--- src/rtl/spec_rf_pkg.sv ---
package spec_rf_pkg;
  localparam int unsigned DATA_W_DEF = 8;
  localparam int unsigned SEL_W_DEF  = 3;
  localparam logic [2:0]  MEM_CODE_DEF = 3'b110;

  typedef enum logic [1:0] {
    OP_NONE  = 2'd0,
    OP_WRITE = 2'd1,
    OP_COPY  = 2'd2
  } rf_op_e;
endpackage

--- src/rtl/spec_decode.sv ---
module spec_decode #(
  parameter int unsigned SEL_W = 3,
  parameter logic [SEL_W-1:0] MEM_CODE = 3'b110,
  localparam int unsigned NSLOT = 1 << SEL_W
) (
  input  logic             en,
  input  logic [SEL_W-1:0] sel,
  output logic [NSLOT-1:0] hit,
  output logic             is_mem
);
  assign is_mem = (sel == MEM_CODE);

  for (genvar i = 0; i < NSLOT; i++) begin : g_hit
    if (i == int'(MEM_CODE)) begin : g_none
      assign hit[i] = 1'b0;
    end else begin : g_reg
      assign hit[i] = en && (sel == SEL_W'(i));
    end
  end
endmodule

--- src/rtl/spec_read_mux.sv ---
module spec_read_mux #(
  parameter int unsigned DATA_W = 8,
  parameter int unsigned SEL_W = 3,
  parameter logic [SEL_W-1:0] MEM_CODE = 3'b110,
  localparam int unsigned NSLOT = 1 << SEL_W
) (
  input  logic [NSLOT-1:0][DATA_W-1:0] slots,
  input  logic [SEL_W-1:0]             sel,
  output logic [DATA_W-1:0]            data,
  output logic                         bad
);
  always_comb begin
    bad  = (sel == MEM_CODE);
    data = bad ? '0 : slots[sel];
  end

  always_comb begin
    if (sel == MEM_CODE) assert_mem_read_zero_R4: assert (data == '0 && bad);
  end
endmodule

--- src/rtl/spec_regfile.sv ---
module spec_regfile
  import spec_rf_pkg::*;
#(
  parameter int unsigned DATA_W = DATA_W_DEF,
  parameter int unsigned SEL_W  = SEL_W_DEF,
  parameter logic [SEL_W-1:0] MEM_CODE = MEM_CODE_DEF
) (
  input  logic                clk,
  input  logic                rst,
  input  logic                wr_en,
  input  logic [SEL_W-1:0]    wr_sel,
  input  logic [DATA_W-1:0]   wr_data,
  input  logic                cp_en,
  input  logic [2*SEL_W-1:0]  cp_field,
  output logic                op_bad,
  input  logic [SEL_W-1:0]    ra_sel,
  output logic [DATA_W-1:0]   ra_data,
  output logic                ra_bad,
  input  logic [SEL_W-1:0]    rb_sel,
  output logic [DATA_W-1:0]   rb_data,
  output logic                rb_bad
);
  localparam int unsigned NSLOT = 1 << SEL_W;

  logic [NSLOT-1:0][DATA_W-1:0] slot_q;
  logic [SEL_W-1:0]  cp_dst, cp_src;
  logic [DATA_W-1:0] cp_data;
  logic              cp_src_mem;
  rf_op_e            op_sel;
  logic              tgt_en;
  logic [SEL_W-1:0]  tgt_sel;
  logic [DATA_W-1:0] tgt_data;
  logic [NSLOT-1:0]  slot_we;
  logic              tgt_mem;

  assign cp_dst = cp_field[2*SEL_W-1:SEL_W];
  assign cp_src = cp_field[SEL_W-1:0];

  spec_read_mux #(.DATA_W(DATA_W), .SEL_W(SEL_W), .MEM_CODE(MEM_CODE)) i_mux_a (
    .slots(slot_q), .sel(ra_sel), .data(ra_data), .bad(ra_bad));
  spec_read_mux #(.DATA_W(DATA_W), .SEL_W(SEL_W), .MEM_CODE(MEM_CODE)) i_mux_b (
    .slots(slot_q), .sel(rb_sel), .data(rb_data), .bad(rb_bad));
  spec_read_mux #(.DATA_W(DATA_W), .SEL_W(SEL_W), .MEM_CODE(MEM_CODE)) i_mux_cp (
    .slots(slot_q), .sel(cp_src), .data(cp_data), .bad(cp_src_mem));

  // next-state selection: direct write has priority over copy
  always_comb begin
    op_sel   = OP_NONE;
    tgt_sel  = wr_sel;
    tgt_data = wr_data;
    tgt_en   = 1'b0;
    if (wr_en) begin
      op_sel = OP_WRITE;
      tgt_en = 1'b1;
    end else if (cp_en) begin
      op_sel   = OP_COPY;
      tgt_sel  = cp_dst;
      tgt_data = cp_data;
      tgt_en   = !cp_src_mem;
    end
  end

  spec_decode #(.SEL_W(SEL_W), .MEM_CODE(MEM_CODE)) i_dec (
    .en(tgt_en), .sel(tgt_sel), .hit(slot_we), .is_mem(tgt_mem));

  always_comb begin
    unique case (op_sel)
      OP_WRITE: op_bad = tgt_mem;
      OP_COPY:  op_bad = tgt_mem || cp_src_mem;
      default:  op_bad = 1'b0;
    endcase
  end

  for (genvar i = 0; i < NSLOT; i++) begin : g_slot
    if (i == int'(MEM_CODE)) begin : g_mem
      assign slot_q[i] = '0;
    end else begin : g_reg
      logic [DATA_W-1:0] q;
      always_ff @(posedge clk or posedge rst) begin
        if (rst)             q <= '0;
        else if (slot_we[i]) q <= tgt_data;
      end
      assign slot_q[i] = q;
    end
  end

  assert_write_lands_R1: assert property (@(posedge clk) disable iff (rst)
    (wr_en && wr_sel != MEM_CODE) |=> slot_q[$past(wr_sel)] == $past(wr_data));

  assert_mem_write_inert_R2: assert property (@(posedge clk) disable iff (rst)
    (wr_en && wr_sel == MEM_CODE) |=> $stable(slot_q));

  assert_copy_moves_R5: assert property (@(posedge clk) disable iff (rst)
    (!wr_en && cp_en && cp_dst != MEM_CODE && cp_src != MEM_CODE)
      |=> slot_q[$past(cp_dst)] == $past(slot_q[cp_src]));

  assert_bad_copy_inert_R6: assert property (@(posedge clk) disable iff (rst)
    (!wr_en && cp_en && (cp_dst == MEM_CODE || cp_src == MEM_CODE))
      |=> $stable(slot_q));

  assert_write_wins_R8: assert property (@(posedge clk) disable iff (rst)
    (wr_en && cp_en) |-> (op_bad == (wr_sel == MEM_CODE)));
endmodule

--- config.mk ---
export PLATFORM = sky130hd
export DESIGN_NAME = spec_regfile
export DESIGN_NICKNAME = d
export VERILOG_FILES = /design/src/rtl/spec_rf_pkg.sv /design/src/rtl/spec_decode.sv /design/src/rtl/spec_read_mux.sv /design/src/rtl/spec_regfile.sv
export SDC_FILE = /design/constraint.sdc
export NUM_CORES = 1
export LEC_CHECK = 0
export BUFFER_PORTS_ARGS = -buffer_cell sky130_fd_sc_hd__buf_2
export CAP_MARGIN = 20
export CORE_MARGIN = 2
export CORE_UTILIZATION = 40
export DETAILED_ROUTE_END_ITERATION = 8
export GPL_TIMING_DRIVEN = 0
export PLACE_DENSITY = 0.62
export RECOVER_POWER = 25
export SYNTH_ARGS = -nofsm -noshare
export SYNTH_HDL_FRONTEND = slang
export SYNTH_SLANG_ARGS = --single-unit
--- constraint.sdc ---
create_clock -name clk -period 2.55 [get_ports clk]
set_clock_uncertainty 0.1 [all_clocks]
set_input_delay 0.51 -clock clk [delete_from_list [all_inputs] [get_ports clk]]
set_output_delay 0.51 -clock clk [all_outputs]
set_load 0.02 [all_outputs]
[After elaboration in Yosys (flattened, before gate mapping)]
Index checks and enable logic that the tools add are counted.
Widths: inputs -> output; s select.
Storage, ports and cells
  register bits after elaboration: 56
  latch bits: 0
  bits in writable memories: 0
  memory bits (read-only): 0
  input port bits: 27
  word-level logic and storage cells: 50
  memories kept: 0
Operators by class
  add/subtract/negate cells: 0
  multiply operators: 0
  div/mod/pow operators: 0
  $lt $le $gt $ge: 3
  equality and inequality tests: 12
  shift operators: 0
  muxes and demuxes: 18
  bitwise operators: 0
  reductions and logical operators: 10
Operators with widths (count)
  $bmux 8 s3: 3
  $mux 8: 8
  $eq 3x3->1 const B: 7
  $lt 3x4->1 const B: 3
  $logic_and 1x1->1: 7
  $eq 3x2->1 const B: 2
  $mux 3: 2
  $mux 2: 2
  $eq 3x1->1 const B: 1
  $logic_not 3->1: 1
  $eq 2x1->1 const B: 1
  $eq 2x2->1 const B: 1
  $mux 1: 2
  $pmux 1 s2: 1
  $logic_not 1->1: 1
  $logic_or 1x1->1: 1

[Depth between registers and ports, before layout]
Gate-level depths: netlist of the first run.
  depth after elaboration: 5
  gate-level depth with buffers: 6
  mapped depth without buffers: 4

[Cells and area by module]
Synthesis of the first run repeated with hierarchy kept, for this count alone.
Unflattened totals
  cell total of the unflattened synthesis: 513
  area total of the unflattened synthesis: 4848.4 µm²
Modules (own cells, without submodules)
  spec_regfile: instances 1, cells an instance 323, area an instance 3146.8 µm²
  spec_read_mux: instances 3, cells an instance 60, area an instance 531.8 µm²
  spec_decode: instances 1, cells an instance 10, area an instance 106.4 µm²

[Least setup slack after synthesis of the first run]
OpenSTA, ideal clock, no wires.
  path type: in2out
  start point: input ra_sel[1]
  end point: output ra_data[0]
  arrival: 1.878 ns
  slack: 0.062 ns
  stages: 5
  path buffers: 2
  cells stage by stage: buf_2 buf_1 nor2_1 a22oi_1 o21ai_0
On the way
  cells in the longest elaborated chain, start to end: 3
  elaborated cells between the ends (all ways): 4
  those cells by class: 1 x eq/ne; 3 x mux
RTL lines
  from (decl): RTL line spec_regfile.sv:16  | input logic [SEL_W-1:0] ra_sel,
  $bmux 8 s3: RTL line spec_read_mux.sv:14  | data = bad ? '0 : slots[sel];
  $mux 8 (implied by the code): RTL line spec_read_mux.sv:14
  $mux 8 *: RTL line spec_read_mux.sv:14
  to (decl): RTL line spec_regfile.sv:17  | output logic [DATA_W-1:0] ra_data,
Mark *: on every way between the ends. The rest lies on a longest branch, timed or not. The select of a mux whose other input is x is not followed.

[Worst setup path after layout of the first run]
Ends and elaborated chain as after synthesis.

==> results of run 1 <==
-- per-layer routing --
metal  wire, um  global-route usage (%)
met2       5189                   34.95
met1       4330                   28.55
met3        565                   2.437
met5          0                       0
met4        186                   7.060
-- cell families (layout without fill, tap and decap cells) --
family          after synthesis  after routing  share of synthesized area [%]
simple gates                 61             61                          8.185
compound gates               54             54                          10.98
mux                         109            109                          40.28
flops                        56             56                          37.72
buf+inv                      22             69                          2.829
-- worst paths after layout --
path / endpoint / slack [ns] / cells past startpoint
worst max-delay path: ra_data[0] / 0.06 / 6
worst min-delay path: g_slot[5].g_reg.q[7] / 0.25 / 2
worst max register to register: g_slot[2].g_reg.q[3] / 0.71 / 4
worst min register to register: g_slot[1].g_reg.q[6] / 0.46 / 1
max in group asynchronous: g_slot[4].g_reg.q[4] / 0.70 / 3
min in group clk: g_slot[1].g_reg.q[6] / 0.46 / 1
-- placed cells by master, fill, tap and decap left out, types with 6 or more instances in the layout --
cell type / n
buf_2: 43
mux2_2: 79
a21oi_1: 10
clkbuf_8: 6
nor2_1: 23
nand2_1: 21
dfrtp_1: 56
a221oi_1: 7
o31ai_2: 6
o21ai_0: 8
a22oi_1: 16
mux4_2: 23
-- Yosys cell counts (2+ instances only) --
| library cell | count | share of area [%] |
|---|---|---|
| a21oi_1 | 10 | 1.3 |
| a221oi_1 | 7 | 1.7 |
| a22oi_1 | 16 | 3.2 |
| buf_1 | 3 | 0.30 |
| buf_2 | 6 | 0.81 |
| buf_4 | 2 | 0.40 |
| clkbuf_1 | 6 | 0.61 |
| dfrtp_1 | 56 | 38 |
| inv_1 | 4 | 0.40 |
| mux2_2 | 79 | 24 |
| mux2i_1 | 4 | 1.1 |
| mux4_2 | 23 | 14 |
| nand2_1 | 21 | 2.1 |
| nand3_1 | 3 | 0.40 |
| nor2_1 | 25 | 2.5 |
| nor3_4 | 2 | 0.88 |
| o21ai_0 | 8 | 1.1 |
| o31ai_1 | 2 | 0.40 |
| o31ai_2 | 6 | 2.0 |
-- cell type report --
type | instances | area, um2
Clock inverter | 1 | 7.507
Inverter | 4 | 15.01
Clock buffer | 7 | 86.33
Buffer | 18 | 112.6
Sequential cell | 56 | 1401
Timing Repair Buffer | 39 | 195.2
Fill cell | 863 | 4928
Multi-Input combinational cell | 224 | 2223
Tap cell | 111 | 138.9
-- per-stage QoR --
step	hold slack, ns	utilization (%)	cells	setup TNS (ns)	instance area (um2)
floorplan	0.3948	-	302	0	3715
global placement	0.4173	44.40	451	-15.54	4044
detailed placement	0.4293	44.62	452	-6.846	4064
CTS	0.1224	45.95	460	0	4185
global route	0.3359	45.89	460	0	4180
finish	0.2540	45.89	460	0	4180
-- report_power, final --
group	total (mW)	switching [mW]	internal, mW
clock network	0.523	0.301	0.222
logic	1.21	0.536	0.679
registers	1.44	0.268	1.17
-- what timing repair did --
item | in CTS | in global routing
gates resized for setup | 12 | 5
cloned | 0 | 0
setup endpoints to repair | 16 | 3
==> summary.txt, run 1 <==
Cells and area
  – Largest registers: g_slot.g_reg.q (56)
  – Inserted Diodes: 0
  – Share of cells above drive strength 1: 51.58%
  – Max FFs per register: 56
  – Fin nets: 375
  – Most flops, register: g_slot.g_reg.q
  – Area growth syn-to-layout: 12.53%

Global routing
  – Gr usage total: 20.95%
  – Initial antenna violation count: 0
  – Largest net degree at the start of global routing: 36
  – First-pass GRT wire length: 15700 um
  – Grt ovf: 0
  – Number of global-route vias before repair: 2773

Critical path
  – Crit path kind: primary input to output pin
  – Bufs and invs on worst path: 3
  – CP cell instances: clkbuf_4 -> buf_6 -> nor2_4 -> a22oi_1 -> o21ai_0 -> buf_2
  – Worst EP required: 1.94 ns
  – Top delay family on crit path: buffers and inverters
  – Worst Setup End Kind: output pin
  – Crit path DAT: 1.88 ns
  – Critical Path Max Stage Delay: 0.30 ns
  – CP max-delay cell: o21ai_0
  – Worst r2r src: g_slot[7].g_reg.q[3]
  – CP Launch Point: ra_sel[1]
  – Startpoint Class: primary input
  – Critical path peak fanout: 10

Die
  – Die Wd: 100.4 um
  – Rows: 35
  – Core ar.: 0.009109 mm2
  – Total die area: 0.01007 mm2
  – Initial Util: 40.78%
  – DIE HEIGHT: 100.4 um
  – Io pins: 46

Yosys
  – Post-synthesis sequential area ratio: 37.72%
  – Main synth FF type: dfrtp_1
  – Net count after synthesis: 329
  – Async set or reset register ratio after synthesis: 100.0%
  – Post-Synthesis Cells: 302
  – Synth Warn #: 0
  – Synth Cell Area: 0.003715 mm2
  – Count of cell types in the netlist: 38
  – Yosys reg bits: 56
  – Syn avg cell area: 12.30 um2
  – EDFF count, synth: 0

STA
  – Normalized max-slew margin: 39.63%
  – # setup viols final: 0
  – Unrepaired setup endpoints after global routing: no
  – Final count of pins violating max slew: 0
  – Max Fclk: 401.9 MHz
  – Setup ws final: 0.06190 ns
  – Slew @ Worst Pin: 0.9055 ns
  – Final hold violation count: 0
  – Tmin final: 2.488 ns
  – Period utilisation layout: 97.57%

Route
  – DRT iter0 DRCs: 248
  – Wirelength, routed: 10270 um
  – Vias per std cell: 6.224
  – Avg WL per Cell: 22.33 um
  – DRT Pass-1 Iters: 6
  – DRC violations left: 0
  – Total number of vias: 2863
  – Post-route ant nets: 0

Clocking
  – H-tree Lvls: 2
  – Max clock buf depth: 2
  – Clock transition at path regs: 0.10 ns
  – Worst skew pair latency: 0.31 ns
  – Clock tree sinks: 56
  – Num CTS Buffers: 5
  – Postcts setup bufs: 0
  – CTS tree: done
  – Number of hold buffers added after cts: 0
  – Root buf cell: clkbuf_8

Placement
  – Port buffer count: 38
  – GP Congestion: 0.9008
  – Pre-CTS setup slack: -0.5455 ns
  – Detail Placement HPWL: 7417 um

Pwr
  – Maximum vdd drop: 0.3352 mV
  – Leakage power: 1.766 nW
  – Total power: 3.176 mW
  – Power Dens Cells: 759.7 mW/mm2

Job
  – Max-cap violations: 0

Status
  – Outcome: completed

Min path
  – Hold crit path type: primary input to asynchronous set/reset pin
No activity file was read; power rests on OpenSTA's default activity.
==> inputs of run 2 (changes only) <==
- CORE_UTILIZATION: 40 -> 57
- PLACE_DENSITY: 0.62 -> 0.82
- REMOVE_ABC_BUFFERS: not set -> 1
==> summary.txt, run 2 (synthesized netlist as in run 1, its figures left out) <==
Critical path
  – Critical Path Max Stage Delay: 0.53 ns
  – Crit path DAT: 1.88 ns
  – Crit path kind: primary input to output pin
  – Startpoint Class: primary input
  – Setup crit end: rb_data[0]
  – CP max-delay cell: nor2_2
  – Reg2reg path depth: 4
  – Worst R2R Setup Slack: 0.78 ns
  – Worst path depth: 5
  – Worst Setup End Kind: output pin
  – CP cell instances: buf_2 -> nor2_2 -> a22oi_1 -> a21oi_1 -> buf_2
  – Top delay family on crit path: simple AND/OR/NAND/NOR gates
  – Worst EP required: 1.94 ns
  – CP Launch Point: rb_sel[0]
  – Worst r2r src: g_slot[7].g_reg.q[0]
  – Critical path peak fanout: 18
  – R2r endpoint: g_slot[0].g_reg.q[0]
  – Bufs and invs on worst path: 2
  – Crit path top cell by count: buf_2

Global routing
  – Number of global-route vias before repair: 2858
  – First-pass GRT wire length: 14810 um
  – Grt ovf: 0
  – Largest net degree at the start of global routing: 44
  – Gr usage total: 26.81%
  – Initial antenna violation count: 0

Cells and area
  – Area growth syn-to-layout: 9.364%
  – Share of cells above drive strength 1: 51.78%
  – Max FFs per register: 56
  – Final Util: 64.35%
  – Fin nets: 364
  – Fillers: 496
  – Multi-input logic area: 0.002216 mm2
  – Inserted Diodes: 0
  – Commonest cells after routing, fill and taps aside: mux2_2, dfrtp_1, buf_2
  – Most flops, register: g_slot.g_reg.q
  – Area occupied by registers: 0.001401 mm2
  – Most common cell after layout, fill and taps aside: mux2_2
  – Largest registers: g_slot.g_reg.q (56)
  – Area of all placed cells without fillers: 0.004063 mm2

Placement
  – Placed inst area: 0.003966 mm2
  – Detail Placement HPWL: 5887 um
  – Port buffer count: 45
  – GP Congestion: 0.8072

Clocking
  – Worst skew pair latency: 0.31 ns
  – Num CTS Buffers: 5
  – H-tree Lvls: 2
  – Max clock buf depth: 2
  – Clock tree sinks: 56
  – Postcts setup bufs: 0
  – Clock transition at path regs: 0.10 ns
  – Root buf cell: clkbuf_8
  – CTS tree: done

Pwr
  – Internal: 2.063 mW
  – Combinational share of power: 37.4%
  – Leakage power: 1.732 nW
  – Sequential Power Share: 45.7%
  – Clk pwr share: 16.9%
  – Maximum vdd drop: 0.5119 mV
  – NetSw: 1.062 mW
  – Power Dens Cells: 769.2 mW/mm2
  – Switching Fraction: 33.97%

Route
  – DRC violations left: 0
  – Post-route ant nets: 0
  – Total number of vias: 2740
  – Avg WL per Cell: 22.28 um
  – Vias per std cell: 6.602
  – DRT iter0 DRCs: 202
  – DRT Pass-1 Iters: 4
  – Wirelength, routed: 9246 um

STA
  – Normalized max-slew margin: 26.44%
  – Max Fclk: 401.2 MHz
  – Period utilisation layout: 97.74%
  – Slew @ Worst Pin: 1.103 ns
  – Final hold violation count: 0
  – # setup viols final: 0
  – Final count of pins violating max slew: 0
  – Tmin final: 2.492 ns
  – Unrepaired setup endpoints after global routing: no

Min path
  – Hold crit path type: primary input to asynchronous set/reset pin

Die
  – DIE HEIGHT: 84.73 um
  – Die Wd: 84.73 um
  – Total die area: 0.007179 mm2
  – Core ar.: 0.006314 mm2
  – Io pins: 46
  – Initial Util: 58.84%
  – Rows: 29

Job
  – Max-cap violations: 0

Status
  – Outcome: completed
==> run 2: layout make-up <==
type | count | share of cell area, %
flip-flops and latches | 56 | 34.49
inverters | 4 | 0.3696
well taps | 77 | 2.371
clock inverters | 2 | 0.3388
repair buffers | 46 | 5.852
multi-input cells | 224 | 54.54
clock buffers | 6 | 2.033
==> run 2: per-layer routing <==
metal	GRT usage, %	up-vias	part of all wire [%]
met1	35.74	1362	39
met5	0	-	0
met4	6.782	0	0.75
met2	45.03	141	49
met3	5.801	7	11
li1	-	1230	-
==> run 2: stage by stage <==
step           cells  power (mW)  worst slack [ns]  hold slack [ns]  setup TNS, ns
2_1_floorplan    284       2.278            0.4931           0.3948              0
3_3_place_gp     406       2.545           -0.2057           0.4189         -12.07
3_5_place_dp     407       2.608           -0.2461           0.3881         -6.345
4_1_cts          415       3.134           0.03091          0.04044              0
5_1_grt          415       3.304           0.01934           0.1749              0
6_report         415       3.125           0.05773           0.1126              0
==> run 2: timing repair <==
action                                  CTS  global route
endpoints found under the setup margin   16            15
gates resized for setup                   2             4
hold buffers                              0             0
==> run 2: power by group through the flow <==
stage               registers, mW  logic, mW  clock network, mW
floorplan                    1.36      0.916                  0
global placement             1.41       1.13                  0
detailed placement           1.44       1.17                  0
CTS                          1.42       1.17              0.539
global route                 1.48       1.26              0.565
finish                       1.43       1.17              0.529
==> run 2: worst min path at each step <==
stage	start	to	slack [ns]
floorplan	g_slot[2].g_reg.q[3]	g_slot[2].g_reg.q[3]	0.39
global placement	g_slot[2].g_reg.q[3]	g_slot[2].g_reg.q[3]	0.42
detailed placement	rst	g_slot[2].g_reg.q[4]	0.39
CTS	rst	g_slot[2].g_reg.q[4]	0.04
global route	rst	g_slot[2].g_reg.q[4]	0.17
finish	rst	g_slot[2].g_reg.q[4]	0.11
==> inputs of run 3 (changes only) <==
- CORE_UTILIZATION: 57 -> 53
- GPL_TIMING_DRIVEN: 0 -> not set
- PLACE_DENSITY: 0.82 -> 0.8
- clock period: 2.55 -> 2.1 ns (I/O delays scaled with it)
==> summary.txt, run 3 (synthesized netlist as in run 1, its figures left out) <==
Global routing
  – Grt ovf: 0
  – Largest net degree at the start of global routing: 57
  – Gr usage total: 28.68%
  – First-pass GRT wire length: 16190 um
  – Number of global-route vias before repair: 3153
  – Initial antenna violation count: 0

Cells and area
  – Largest registers: g_slot.g_reg.q (56)
  – Commonest cells after routing, fill and taps aside: mux2_2, dfrtp_1, buf_4
  – Inserted Diodes: 0
  – Final Util: 68.40%
  – Finished Layout Cells: 490
  – Area of all placed cells without fillers: 0.004647 mm2
  – Most common cell after layout, fill and taps aside: mux2_2
  – Area growth syn-to-layout: 25.09%
  – Max FFs per register: 56
  – Most flops, register: g_slot.g_reg.q
  – Share of cells above drive strength 1: 60.15%
  – Fin nets: 420

Die
  – DIE HEIGHT: 87.72 um
  – Core ar.: 0.006794 mm2
  – Initial Util: 54.68%
  – Rows: 30
  – Total die area: 0.007695 mm2
  – Die Wd: 87.72 um
  – Io pins: 46

Critical path
  – Worst Setup End Kind: output pin
  – Crit path DAT: 1.61 ns
  – Startpoint Class: primary input
  – Worst r2r src: g_slot[2].g_reg.q[4]
  – Setup crit end: rb_data[6]
  – Critical path peak fanout: 8
  – CP Launch Point: rb_sel[0]
  – Crit path kind: primary input to output pin
  – Worst R2R Setup Slack: 0.31 ns
  – Reg2reg path depth: 5
  – Worst EP required: 1.58 ns
  – R2r endpoint: g_slot[4].g_reg.q[4]

Route
  – DRC violations left: 0
  – Vias per std cell: 6.259
  – Avg WL per Cell: 21.96 um
  – Total number of vias: 3067
  – Wirelength, routed: 10760 um
  – DRT Pass-1 Iters: 5
  – DRT iter0 DRCs: 267
  – Post-route ant nets: 0

STA
  – Tmin final: 2.135 ns
  – # setup viols final: 5
  – Setup TNS Final: -0.07404 ns
  – Setup ws final: -0.03456 ns
  – Period utilisation layout: 101.6%
  – Slew @ Worst Pin: 1.387 ns
  – Final count of pins violating max slew: 0
  – Normalized max-slew margin: 7.551%
  – Unrepaired setup endpoints after global routing: yes
  – Max Fclk: 468.5 MHz
  – Final hold violation count: 0

Status
  – Outcome: finished, violations left
  – Violated checks: setup timing

Placement
  – Placed inst area: 0.004348 mm2
  – Detail Placement HPWL: 7172 um
  – GP Congestion: 0.8360
  – Port buffer count: 45
  – Placed Cells: 467

Pwr
  – Maximum vdd drop: 0.5711 mV
  – Combinational share of power: 41.0%
  – Power Dens Cells: 864.4 mW/mm2
  – NetSw: 1.396 mW
  – Sequential Power Share: 44.0%
  – Clk pwr share: 15.0%
  – Leakage power: 2.046 nW
  – Internal: 2.620 mW
  – Switching Fraction: 34.77%

Job
  – Max-cap violations: 0

Clocking
  – CTS tree: done
  – Num CTS Buffers: 5
  – Max clock buf depth: 2
  – H-tree Lvls: 2
  – Clock transition at path regs: 0.11 ns
  – Root buf cell: clkbuf_8
  – Clock tree sinks: 56
  – Worst skew pair latency: 0.32 ns

Min path
  – Hold crit path type: primary input to asynchronous set/reset pin
[run 3: cell count changes in the layout (fill, tap and decap cells not counted), moves of 3 or more]
cell	change
o21ai_0	-7
o21ai_1	+6
buf_4	+56
buf_2	-9
buf_12	+4
buf_6	+3
[run 3: timing repair]
| action | 4_1_cts | 5_1_grt |
|---|---|---|
| resized for setup | 3 | 31 |
| hold buffers | 0 | 0 |
| cloned | 0 | 2 |
| pin swaps | 0 | 6 |
| endpoints found under the setup margin | 13 | 16 |
| buffers inserted | 4 | 9 |
[run 3: power by group through the flow]
stage / Combinational (mW) / Sequential, mW / Clock [mW]
finish: 1.65 / 1.77 / 0.603
detailed placement: 1.51 / 1.77 / 0
CTS: 1.54 / 1.75 / 0.616
global route: 1.77 / 1.81 / 0.661
floorplan: 1.11 / 1.65 / 0
global placement: 1.45 / 1.73 / 0
[run 3: layout make-up]
cell class                      count  area (um2)
Sequential cell                    56        1401
Clock inverter                      3       18.77
Tap cell                           96       120.1
Fill cell                         477        2147
Multi-Input combinational cell    224        2238
Clock buffer                        5       68.82
Inverter                            4       15.01
Timing Repair Buffer              102       784.5
[run 3: layer usage]
layer	up-vias	global-route usage, %	routed length (um)
li1	1338	-	-
met1	1531	37.81	4030
met2	171	47.87	5437
met3	27	5.184	1029
met4	0	10.35	263
met5	-	0	0
[run 3: per-stage QoR]
stage / hold WS (ns) / setup WS, ns / total power, mW
2_1_floorplan: 0.3948 / 0.2087 / 2.766
3_3_place_gp: 0.3922 / -0.1607 / 3.185
3_5_place_dp: 0.3979 / -0.2150 / 3.278
4_1_cts: 0.04736 / -0.02795 / 3.899
5_1_grt: 0.4551 / -0.05415 / 4.240
6_report: 0.4456 / -0.03456 / 4.017
[run 3: how the worst min path moves through the flow]
stage                     slack [ns]                 start  cells after the start                    to
after CTS                       0.05                   rst                      3  g_slot[1].g_reg.q[4]
final                           0.45                   rst                      3  g_slot[2].g_reg.q[5]
after global routing            0.46            wr_data[0]                      4  g_slot[5].g_reg.q[0]
after global placement          0.39                   rst                      3  g_slot[3].g_reg.q[1]
after floorplan                 0.39  g_slot[2].g_reg.q[3]                      1  g_slot[2].g_reg.q[3]
after detailed placement        0.40                   rst                      3  g_slot[3].g_reg.q[4]
[run 3: critical path, stage by stage]
cell     delay [ns]
buf_2          0.15
nor2_2         0.47
a22oi_1        0.18
a21oi_1        0.22
buf_4          0.17
